`src/rtl/mdf_pkg.sv`:
```
package mdf_pkg;
   localparam int ILEN = 32;
   localparam int RAW  = 5;

   localparam logic [6:0] OPC_REG   = 7'b0110011;
   localparam logic [6:0] OPC_REG32 = 7'b0111011;
   localparam logic [6:0] F7_MULDIV = 7'b0000001;

   localparam logic [2:0] F3_MULLO  = 3'b000;
   localparam logic [2:0] F3_MULHSS = 3'b001;
   localparam logic [2:0] F3_MULHSU = 3'b010;
   localparam logic [2:0] F3_MULHUU = 3'b011;
   localparam logic [2:0] F3_QUOS   = 3'b100;
   localparam logic [2:0] F3_QUOU   = 3'b101;
   localparam logic [2:0] F3_REMS   = 3'b110;
   localparam logic [2:0] F3_REMU   = 3'b111;

   typedef enum logic [1:0] {
      FK_NONE = 2'b00,
      FK_MUL  = 2'b01,
      FK_DIVS = 2'b10,
      FK_DIVU = 2'b11
   } fuse_kind_e;

   typedef struct packed {
      logic           md_full;
      logic           md_word;
      logic [2:0]     f3;
      logic [RAW-1:0] rd;
      logic [RAW-1:0] rs1;
      logic [RAW-1:0] rs2;
   } slot_t;

   typedef struct packed {
      fuse_kind_e     kind;
      logic [1:0]     mode;
      logic           word;
      logic [RAW-1:0] sa;
      logic [RAW-1:0] sb;
      logic [RAW-1:0] d1;
      logic [RAW-1:0] d2;
   } desc_t;
endpackage

```
`src/rtl/mdf_slot_decode.sv`:
```
module mdf_slot_decode
   import mdf_pkg::*;
#(
   parameter bit EN_WORD = 1'b1
) (
   input  logic [ILEN-1:0] insn,
   output slot_t           slot
);
   logic [6:0] opc;
   logic [6:0] f7;
   logic       is_md_f7;

   assign opc      = insn[6:0];
   assign f7       = insn[31:25];
   assign is_md_f7 = (f7 == F7_MULDIV);

   always_comb begin
      slot.f3  = insn[14:12];
      slot.rd  = insn[11:7];
      slot.rs1 = insn[19:15];
      slot.rs2 = insn[24:20];
      slot.md_full = is_md_f7 && (opc == OPC_REG);
   end

   generate
      if (EN_WORD) begin : g_word
         assign slot.md_word = is_md_f7 && (opc == OPC_REG32);
      end else begin : g_noword
         assign slot.md_word = 1'b0;
      end
   endgenerate
endmodule

```
`src/rtl/mdf_pair_rules.sv`:
```
module mdf_pair_rules
   import mdf_pkg::*;
(
   input  slot_t a,
   input  slot_t b,
   output desc_t desc
);
   logic full_pair, word_pair;
   logic same_src, hazard_ok, dst_ok;
   logic mul_hit, divs_hit, divu_hit;
   logic gate;

   assign full_pair = a.md_full && b.md_full;
   assign word_pair = a.md_word && b.md_word;
   assign same_src  = (a.rs1 == b.rs1) && (a.rs2 == b.rs2);
   assign hazard_ok = (a.rd != a.rs1) && (a.rd != a.rs2);
   assign dst_ok    = (a.rd != b.rd) && (a.rd != '0) && (b.rd != '0);
   assign gate      = same_src && hazard_ok && dst_ok;

   assign mul_hit  = full_pair && (b.f3 == F3_MULLO) &&
                     ((a.f3 == F3_MULHSS) || (a.f3 == F3_MULHSU) || (a.f3 == F3_MULHUU));
   assign divs_hit = (full_pair || word_pair) && (a.f3 == F3_QUOS) && (b.f3 == F3_REMS);
   assign divu_hit = (full_pair || word_pair) && (a.f3 == F3_QUOU) && (b.f3 == F3_REMU);

   always_comb begin
      desc = '0;
      if (gate && (mul_hit || divs_hit || divu_hit)) begin
         if (mul_hit) begin
            desc.kind = FK_MUL;
            desc.mode = a.f3[1:0];
         end else if (divs_hit) begin
            desc.kind = FK_DIVS;
         end else begin
            desc.kind = FK_DIVU;
         end
         desc.word = word_pair;
         desc.sa   = a.rs1;
         desc.sb   = a.rs2;
         desc.d1   = a.rd;
         desc.d2   = b.rd;
      end
   end
endmodule

```
`src/rtl/mdfuse_pair_detect.sv`:
```
module mdfuse_pair_detect
   import mdf_pkg::*;
#(
   parameter bit EN_WORD = 1'b1,
   parameter int INSN_W  = 32,
   parameter int REG_AW  = 5
) (
   input  logic              clk,
   input  logic              rst_n,
   input  logic              in_valid,
   input  logic [INSN_W-1:0] first_insn,
   input  logic [INSN_W-1:0] second_insn,
   output logic              out_valid,
   output logic [1:0]        fuse_kind,
   output logic [1:0]        mul_mode,
   output logic              word_op,
   output logic [REG_AW-1:0] src_a,
   output logic [REG_AW-1:0] src_b,
   output logic [REG_AW-1:0] dst_first,
   output logic [REG_AW-1:0] dst_second
);
   localparam int NSLOT = 2;

   generate
      if (INSN_W != ILEN) begin : g_bad_ilen
         $error("INSN_W must equal the fixed instruction length");
      end
      if (REG_AW != RAW) begin : g_bad_raw
         $error("REG_AW must equal the register index width");
      end
   endgenerate

   logic [INSN_W-1:0] words [NSLOT];
   slot_t             slots [NSLOT];
   desc_t             nxt, cur;
   logic              vld_q;

   assign words[0] = first_insn;
   assign words[1] = second_insn;

   generate
      for (genvar g = 0; g < NSLOT; g++) begin : g_slot
         mdf_slot_decode #(.EN_WORD(EN_WORD)) u_dec (
            .insn (words[g]),
            .slot (slots[g])
         );
      end
   endgenerate

   mdf_pair_rules u_rules (
      .a    (slots[0]),
      .b    (slots[1]),
      .desc (nxt)
   );

   always_ff @(posedge clk) begin
      if (!rst_n) begin
         vld_q <= 1'b0;
         cur   <= '0;
      end else begin
         vld_q <= in_valid;
         cur   <= in_valid ? nxt : '0;
      end
   end

   assign out_valid  = vld_q;
   assign fuse_kind  = cur.kind;
   assign mul_mode   = cur.mode;
   assign word_op    = cur.word;
   assign src_a      = cur.sa;
   assign src_b      = cur.sb;
   assign dst_first  = cur.d1;
   assign dst_second = cur.d2;
endmodule

```
`config.mk`:
```
export PLATFORM = sky130hd
export DESIGN_NAME = mdfuse_pair_detect
export DESIGN_NICKNAME = d
export VERILOG_FILES = /design/src/rtl/mdf_pkg.sv /design/src/rtl/mdf_slot_decode.sv /design/src/rtl/mdf_pair_rules.sv /design/src/rtl/mdfuse_pair_detect.sv
export SDC_FILE = /design/constraint.sdc
export NUM_CORES = 1
export LEC_CHECK = 0
export ABC_AREA = 1
export BUFFER_PORTS_ARGS = -buffer_cell sky130_fd_sc_hd__buf_2
export CAP_MARGIN = 20
export CORE_ASPECT_RATIO = 0.7
export CORE_UTILIZATION = 43
export DETAILED_ROUTE_END_ITERATION = 8
export GPL_TIMING_DRIVEN = 1
export PLACE_DENSITY = 0.84
export REMOVE_ABC_BUFFERS = 1
export SYNTH_ARGS = -nofsm -noshare
export SYNTH_HDL_FRONTEND = slang
export SYNTH_SLANG_ARGS = --single-unit
```
`constraint.sdc`:
```
create_clock -name clk -period 2.15 [get_ports clk]
set_input_delay 0.1075 -clock clk [delete_from_list [all_inputs] [get_ports clk]]
set_output_delay 0.1075 -clock clk [all_outputs]
set_load 0.02 [all_outputs]
```
==> results of run 1 <==
-- area by class of cell --
type	count	area share
Sequential cell	26	0.279
Timing Repair Buffer	92	0.247
Inverter	35	0.0705
Multi-Input combinational cell	135	0.340
Tap cell	36	0.0242
Clock buffer	3	0.0222
Clock inverter	1	0.0161
-- metal layers --
metal | track usage | up-vias
met2 | 0.365 | 40
met3 | 0.0467 | 2
met5 | 0 | -
met1 | 0.259 | 611
met4 | 0.0375 | 0
li1 | - | 768
-- synthesized netlist by cell type --
cell type / count
a21o_1: 1
buf_6: 2
nor2_2: 2
nor3_1: 1
inv_1: 35
nand4_1: 1
nor2_1: 56
o21ai_1: 1
xnor2_1: 6
dfxtp_1: 26
nand2_2: 1
nand3_1: 10
and2_1: 1
o21ai_0: 5
nand2_1: 38
xor2_1: 12
-- power groups by stage --
stage	logic [mW]	clock network (mW)	registers [mW]
floorplan	0.0710	0	0.495
global placement	0.155	0	0.494
detailed placement	0.160	0	0.494
CTS	0.161	0.408	0.482
global route	0.184	0.428	0.483
finish	0.160	0.405	0.482
-- sequential cells by signal, summed over array words and instances (netlist names) --
signal and count:
src_b 5, src_a 5, word_op 1, dst_second 5, fuse_kind 2, mul_mode 2, out_valid 1, dst_first 5
-- cells by family after synthesis --
group / synth area share
AOI/OAI and AO/OA: 0.0287
and+or+nand+nor: 0.336
xor gates and xnor gates: 0.120
buffers and inverters: 0.118
DFF: 0.398
-- how the worst max path moves through the flow --
stage / slack [ps] / cells past startpoint / startpoint / endpoint
after detailed placement: 700 / 11 / first_insn[17] / dst_first[1]
after global routing: 760 / 11 / first_insn[17] / dst_first[1]
after floorplan: 1080 / 11 / second_insn[2] / dst_first[0]
final: 960 / 11 / first_insn[17] / dst_first[1]
after CTS: 980 / 11 / first_insn[17] / dst_first[1]
after global placement: 800 / 12 / second_insn[2] / dst_first[1]
-- stage by stage --
stage	utilization	hold slack, ps	instances
2_1_floorplan	-	214	196
3_3_place_gp	0.630	303	324
3_5_place_dp	0.630	305	324
4_1_cts	0.655	22.2	328
5_1_grt	0.655	48.8	328
6_report	0.655	21.2	328
-- worst max-delay path, stage by stage --
cell and delay [ps]:
buf_2 100, inv_1 60, nand2_1 50, o21ai_0 70, nor2_1 90, nand2_1 70, nor2_1 110, nand2_1 80
nor2_2 170, nand2_2 290, nor2_1 190
==> metrics.md, run 1 <==
| Metric | Value |
|---|---|
| Run status | completed |
| Most frequent cells in the layout | buf_2 (92), nor2_1 (56), nand2_1 (38) |
| Multi-input gate area | 634 um^2 |
| Routed length on met1 | around 1.5 mm |
| Arrival time at the worst endpoint | 1390 ps |
| Fraction of synthesized cell area taken by the top area cell type | 0.398 |
| Vias per cell | 4.33 |
| CTS root buf | clkbuf_8 |
| Pin slew with the least headroom to its limit | approximately 430 ps |
| I/O pin count | 93 |
| Floorplan die area | 3270 um^2 |
| Met2 Wirelength | between 1 and 1.5 mm |
| # setup viols final | 0 |
| Worst hold stages | 3 |
| First-pass GRT wire length | 5.00 mm |
| Total Power | 1.05 mW |
| FILL cells | 274 |
| Number of violations of the max-capacitance limit | 0 |
| Crit start category | input pin |
| Average cell area after synthesis | 6.61 um^2 |
| Worst Path Max Fanout | 23 |
| Clock slew at the register clock pins of the worst setup and hold paths | about 90 ps |
| Int Pwr | 811 uW |
| Hold_buf cts | 0 |
| Register bit total from synthesis | 26 |
| Cts bufs inserted | 3 |
| Post-layout instance area | about 1900 um^2 |
| Critical path class | in -> reg |
| GRT Util Overall | 0.204 |
| Aggregate global routing overflow | 0 |
| Ratio of cells with drive above 1 in the final layout | 0.339 |
| Max layer used | met4 |
| Layout Area Growth over Synthesis | 42.4% |
| Nets | 360 |
| Psw | 236 uW |
| Required time of the critical path | 2350 ps |
| Flip-flop and latch area | 520 um^2 |
| Synthesized netlist cell count | 198 |
| Routability-driven placement congestion ratio | 0.784 |
| Metal3 WL | 172 um |
| Sequential Power Share | 0.461 |
| Power per unit of standard cell area | 562 nW/um^2 |
| Vias after detailed routing | 1421 |
| Clock share of power | 0.386 |
| Post-synth design cell area | 1310 um^2 |
| Final count of pins violating max slew | 0 |
| Worst hold path class | in -> reg |
| Starting DRT DRC Count | 37 |
| DRC violations left | 0 |
| # port buffers | 92 |
| Bufs on Longest Clock Path | 2 |
| Die X-Extent | 67.9 um |
| Worst Setup Slack, final | 961 ps |
| Biggest area consumer among synthesized cells | dfxtp_1 |
| Half-perimeter wire length after detailed placement | 2.61 mm |
| Deepest level of the CTS H-tree | 1 |
| Largest net degree at the start of global routing | 24 |
| Post-Place Cell Area | between 1500 and 2000 um^2 |
| Hold Path Sink | out_valid |
| Vias in the first global route | 1231 |
| Power share of the combinational group | 0.153 |
| Core Footprint | 2840 um^2 |
| Summed negative setup slack over all endpoints | 0 ps |
| Top post-synthesis cells by area | dfxtp_1 (40%), nor2_1 (16%), nand2_1 (11%), inv_1 (10%), xor2_1 (8.0%) |
| Yosys warns | 0 |
| Worst setup timing slack at the placement stage | 699 ps |
| Clock tree from TritonCTS | yes |
| Die Ht | 48.2 um |
| Final period utilization | 0.553 |
| Maximum clock rate | 841 MHz |
| Cell variety after synth | 16 |
| Average routed wire per standard cell | 9.63 um |
| Number of hold-slack violations in the final timing report | 0 |
| RSZ-0062 raised after global routing | false |
| Hold path startpoint | in_valid |
| Resized cells post-CTS | 0 |
| Starting utilization of the core area | 0.460 |
| Drt first pass iters | 4 |
| Switching share of power | 0.225 |
| Number of placement rows | 16 |
| Most common cell after layout, fill and taps aside | buf_2 |
| Total wire length after detailed routing | 3.16 mm |
| Final critical-path required period | about 1200 ps |
| Diodes inserted | 0 |
| Worst max-slew margin expressed relative to the limit | 0.710 |
| Final ANT Viol Nets | 0 |
| Worst supply voltage drop on vdd | 0.000376 V |
| Static Leakage | 1.13 nW |
| Setup crit end kind | flip-flop |
| Number of sinks on the clock net | 26 |
| Initial antenna violation count | 0 |
| Setup fix buffers added after clock tree synthesis | 0 |
| Fraction of the yosys area taken by sequential cells | 0.398 |
No activity file was read; power rests on OpenSTA's default activity.
==> run 2, diff against run 1 <==
--- a/config.mk
+++ b/config.mk
@@ -9,10 +9,10 @@
 export BUFFER_PORTS_ARGS = -buffer_cell sky130_fd_sc_hd__buf_2
 export CAP_MARGIN = 20
 export CORE_ASPECT_RATIO = 0.7
-export CORE_UTILIZATION = 43
+export CORE_UTILIZATION = 40
 export DETAILED_ROUTE_END_ITERATION = 8
 export GPL_TIMING_DRIVEN = 1
-export PLACE_DENSITY = 0.84
+export PLACE_DENSITY = 0.79
 export REMOVE_ABC_BUFFERS = 1
 export SYNTH_ARGS = -nofsm -noshare
 export SYNTH_HDL_FRONTEND = slang
==> constraint.sdc (replaced) <==
create_clock -name clk -period 1.2 [get_ports clk]
set_input_delay 0.06 -clock clk [delete_from_list [all_inputs] [get_ports clk]]
set_output_delay 0.06 -clock clk [all_outputs]
set_load 0.02 [all_outputs]
==> run 2 against run 1 <==
Compared with the run above:
- largest power group unchanged
- global-route usage rose by 0.45 points
- largest cell class unchanged
- worst setup slack lost 750 ps
- sequential share of layout area down 0.52 points
==> metrics.md, run 2 (same netlist as run 1, synthesis figures left out) <==
| Metric | Value |
|---|---|
| Run status | completed |
| Power share of the combinational group | 0.156 (+0.003) |
| Worst hold path class | in -> reg |
| Largest net degree at the start of global routing | 16 (-33%) |
| Final count of pins violating max slew | 0 (unchanged) |
| Final ANT Viol Nets | 0 (unchanged) |
| Floorplan die area | 3510 um^2 (+7.2%) |
| Psw | 416 uW (+76%) |
| Hold path startpoint | first_insn[12] |
| GRT Util Overall | 0.209 (+0.00449) |
| Vias in the first global route | 1320 (+7.2%) |
| Vias after detailed routing | 1387 (-2.4%) |
| Number of hold-slack violations in the final timing report | 0 (unchanged) |
| Ratio of cells with drive above 1 in the final layout | 0.348 (+0.00893) |
| Switching share of power | 0.222 (-0.00308) |
| Hold Path Sink | mul_mode[0] |
| Required time of the critical path | 1400 ps (-950 ps) |
| Average routed wire per standard cell | 9.88 um (+2.6%) |
| Clock slew at the register clock pins of the worst setup and hold paths | 80 ps (about the same) |
| Final critical-path required period | 994 ps |
| Critical path cell sequence | buf_2 -> inv_1 -> nand2_1 -> nand2_1 -> nor2_1 -> nand2_1 -> nor2_1 -> nand2_1 -> nor2_2 -> nand2_2 -> buf_4 -> nor2_1 |
| Worst max-slew margin expressed relative to the limit | 0.857 (+0.147) |
| Worst path max stage delay | 170 ps (-120 ps) |
| Number of sinks on the clock net | 26 (unchanged) |
| Total wire length after detailed routing | 3.28 mm (+3.8%) |
| Vias per cell | 4.18 (-3.6%) |
| Routability-driven placement congestion ratio | 0.800 (+2.1%) |
| Most common cell type on the critical path | nand2_1 |
| Int Pwr | 1.46 mW (+79%) |
| Filler-free cell count of the finished design | 332 (+1.2%) |
| Die Ht | 49.9 um (+3.5%) |
| Pin slew with the least headroom to its limit | 213 ps (-220 ps) |
| Worst supply voltage drop on vdd | 0.000593 V (+57%) |
| Most frequent cells in the layout | buf_2 (92), nor2_1 (55), nand2_1 (38) |
| Clock share of power | 0.382 (-0.004) |
| Initial antenna violation count | 0 (unchanged) |
| Cts bufs inserted | 3 (unchanged) |
| Core Footprint | 2940 um^2 (+3.5%) |
| Starting utilization of the core area | 0.445 (-0.0157) |
| Number of placement rows | 16 (unchanged) |
| # setup viols final | 0 (unchanged) |
| Worst Path Max Fanout | 13 (-43%) |
| Clock tree from TritonCTS | yes |
| Post-Place Cell Area | 1810 um^2 (+1.3%) |
| Crit start category | input pin |
| Drt first pass iters | 4 (unchanged) |
| Placed cells | 327 (+0.93%) |
| Final period utilization | 0.828 |
| Nets | 364 (+1.1%) |
| CTS root buf | clkbuf_8 |
| Diodes inserted | 0 (unchanged) |
| Power per unit of standard cell area | 986 nW/um^2 (+75%) |
| Critical path class | in -> reg |
| Die X-Extent | 70.4 um (+3.6%) |
| First-pass GRT wire length | 5.75 mm (+15%) |
| Worst hold stages | 3 (unchanged) |
| I/O pin count | 93 (unchanged) |
| Layout Area Growth over Synthesis | 45.0% |
| Arrival time at the worst endpoint | 1200 ps (-190 ps) |
| Number of violations of the max-capacitance limit | 0 (unchanged) |
| RSZ-0062 raised after global routing | false |
| Post-layout instance area | 1900 um^2 (+1.9%) |
| Sequential Power Share | 0.462 (about the same) |
| Most common cell after layout, fill and taps aside | buf_2 |
| DRC violations left | 0 (unchanged) |
| Cell with the largest stage delay on the worst path | buf_4 |
| Half-perimeter wire length after detailed placement | 2.67 mm (+2.4%) |
| Deepest level of the CTS H-tree | 1 (unchanged) |
| Summed negative setup slack over all endpoints | 0 ps (unchanged) |
| Bufs on Longest Clock Path | 2 (unchanged) |
| Static Leakage | 1.15 nW (+1.6%) |
| Setup crit end kind | flip-flop |
| Maximum clock rate | a little over 1000 MHz |
| Aggregate global routing overflow | 0 (unchanged) |
| Starting DRT DRC Count | 30 (-19%) |
| # port buffers | 92 (unchanged) |
run 2: worst max-delay path by stage:
stage / start / endpoint / cells after the start
CTS: second_insn[2] / dst_second[2] / 13
detailed placement: second_insn[2] / dst_second[2] / 13
global route: first_insn[1] / dst_second[2] / 12
finish: first_insn[18] / dst_second[2] / 12
floorplan: second_insn[2] / dst_first[0] / 11
global placement: second_insn[2] / src_b[2] / 13
run 2: through the flow:
stage,setup slack (ps),total power [mW],util,hold WS [ps]
2_1_floorplan,175,1.01,-,166
3_3_place_gp,-18.7,1.16,0.616,257
3_5_place_dp,-87.3,1.17,0.616,268
4_1_cts,193,1.88,0.644,18.9
5_1_grt,6.89,1.98,0.645,14.1
6_report,206,1.87,0.645,21.0
run 2: per-layer routing:
metal	global-route usage	vias to the layer above	share of wire
met5	0	-	0
met4	0.0500	0	0.011
met3	0.0532	4	0.039
met2	0.341	39	0.45
met1	0.276	571	0.50
li1	-	773	-
run 2: final cells by class:
type | instances | area [um^2]
Clock buffer | 3 | 41.3
Clock inverter | 1 | 30.0
Fill cell | 266 | 1040
Inverter | 35 | 131
Multi-Input combinational cell | 135 | 637
Sequential cell | 26 | 520
Tap cell | 36 | 45.0
Timing Repair Buffer | 96 | 493
run 2: worst max-delay path: cells and delay by family:
kind                   cells  cell delay (ps)
and+or+nand+nor            9              800
buffers and inverters      3              340
run 2: timing repair:
action,in CTS,in global routing
hold buffers,1,0
buffers inserted,0,0
gates resized for setup,0,1
setup endpoints to repair,0,12
endpoints found under the hold margin,1,0
run 2: power groups by stage:
stage                     clock (mW)  combinational, mW  sequential (mW)
after floorplan                    0              0.127            0.887
after global placement             0              0.280            0.884
after detailed placement           0              0.286            0.884
after CTS                      0.726              0.291            0.864
after global routing           0.778              0.332            0.864
final                          0.715              0.292            0.864
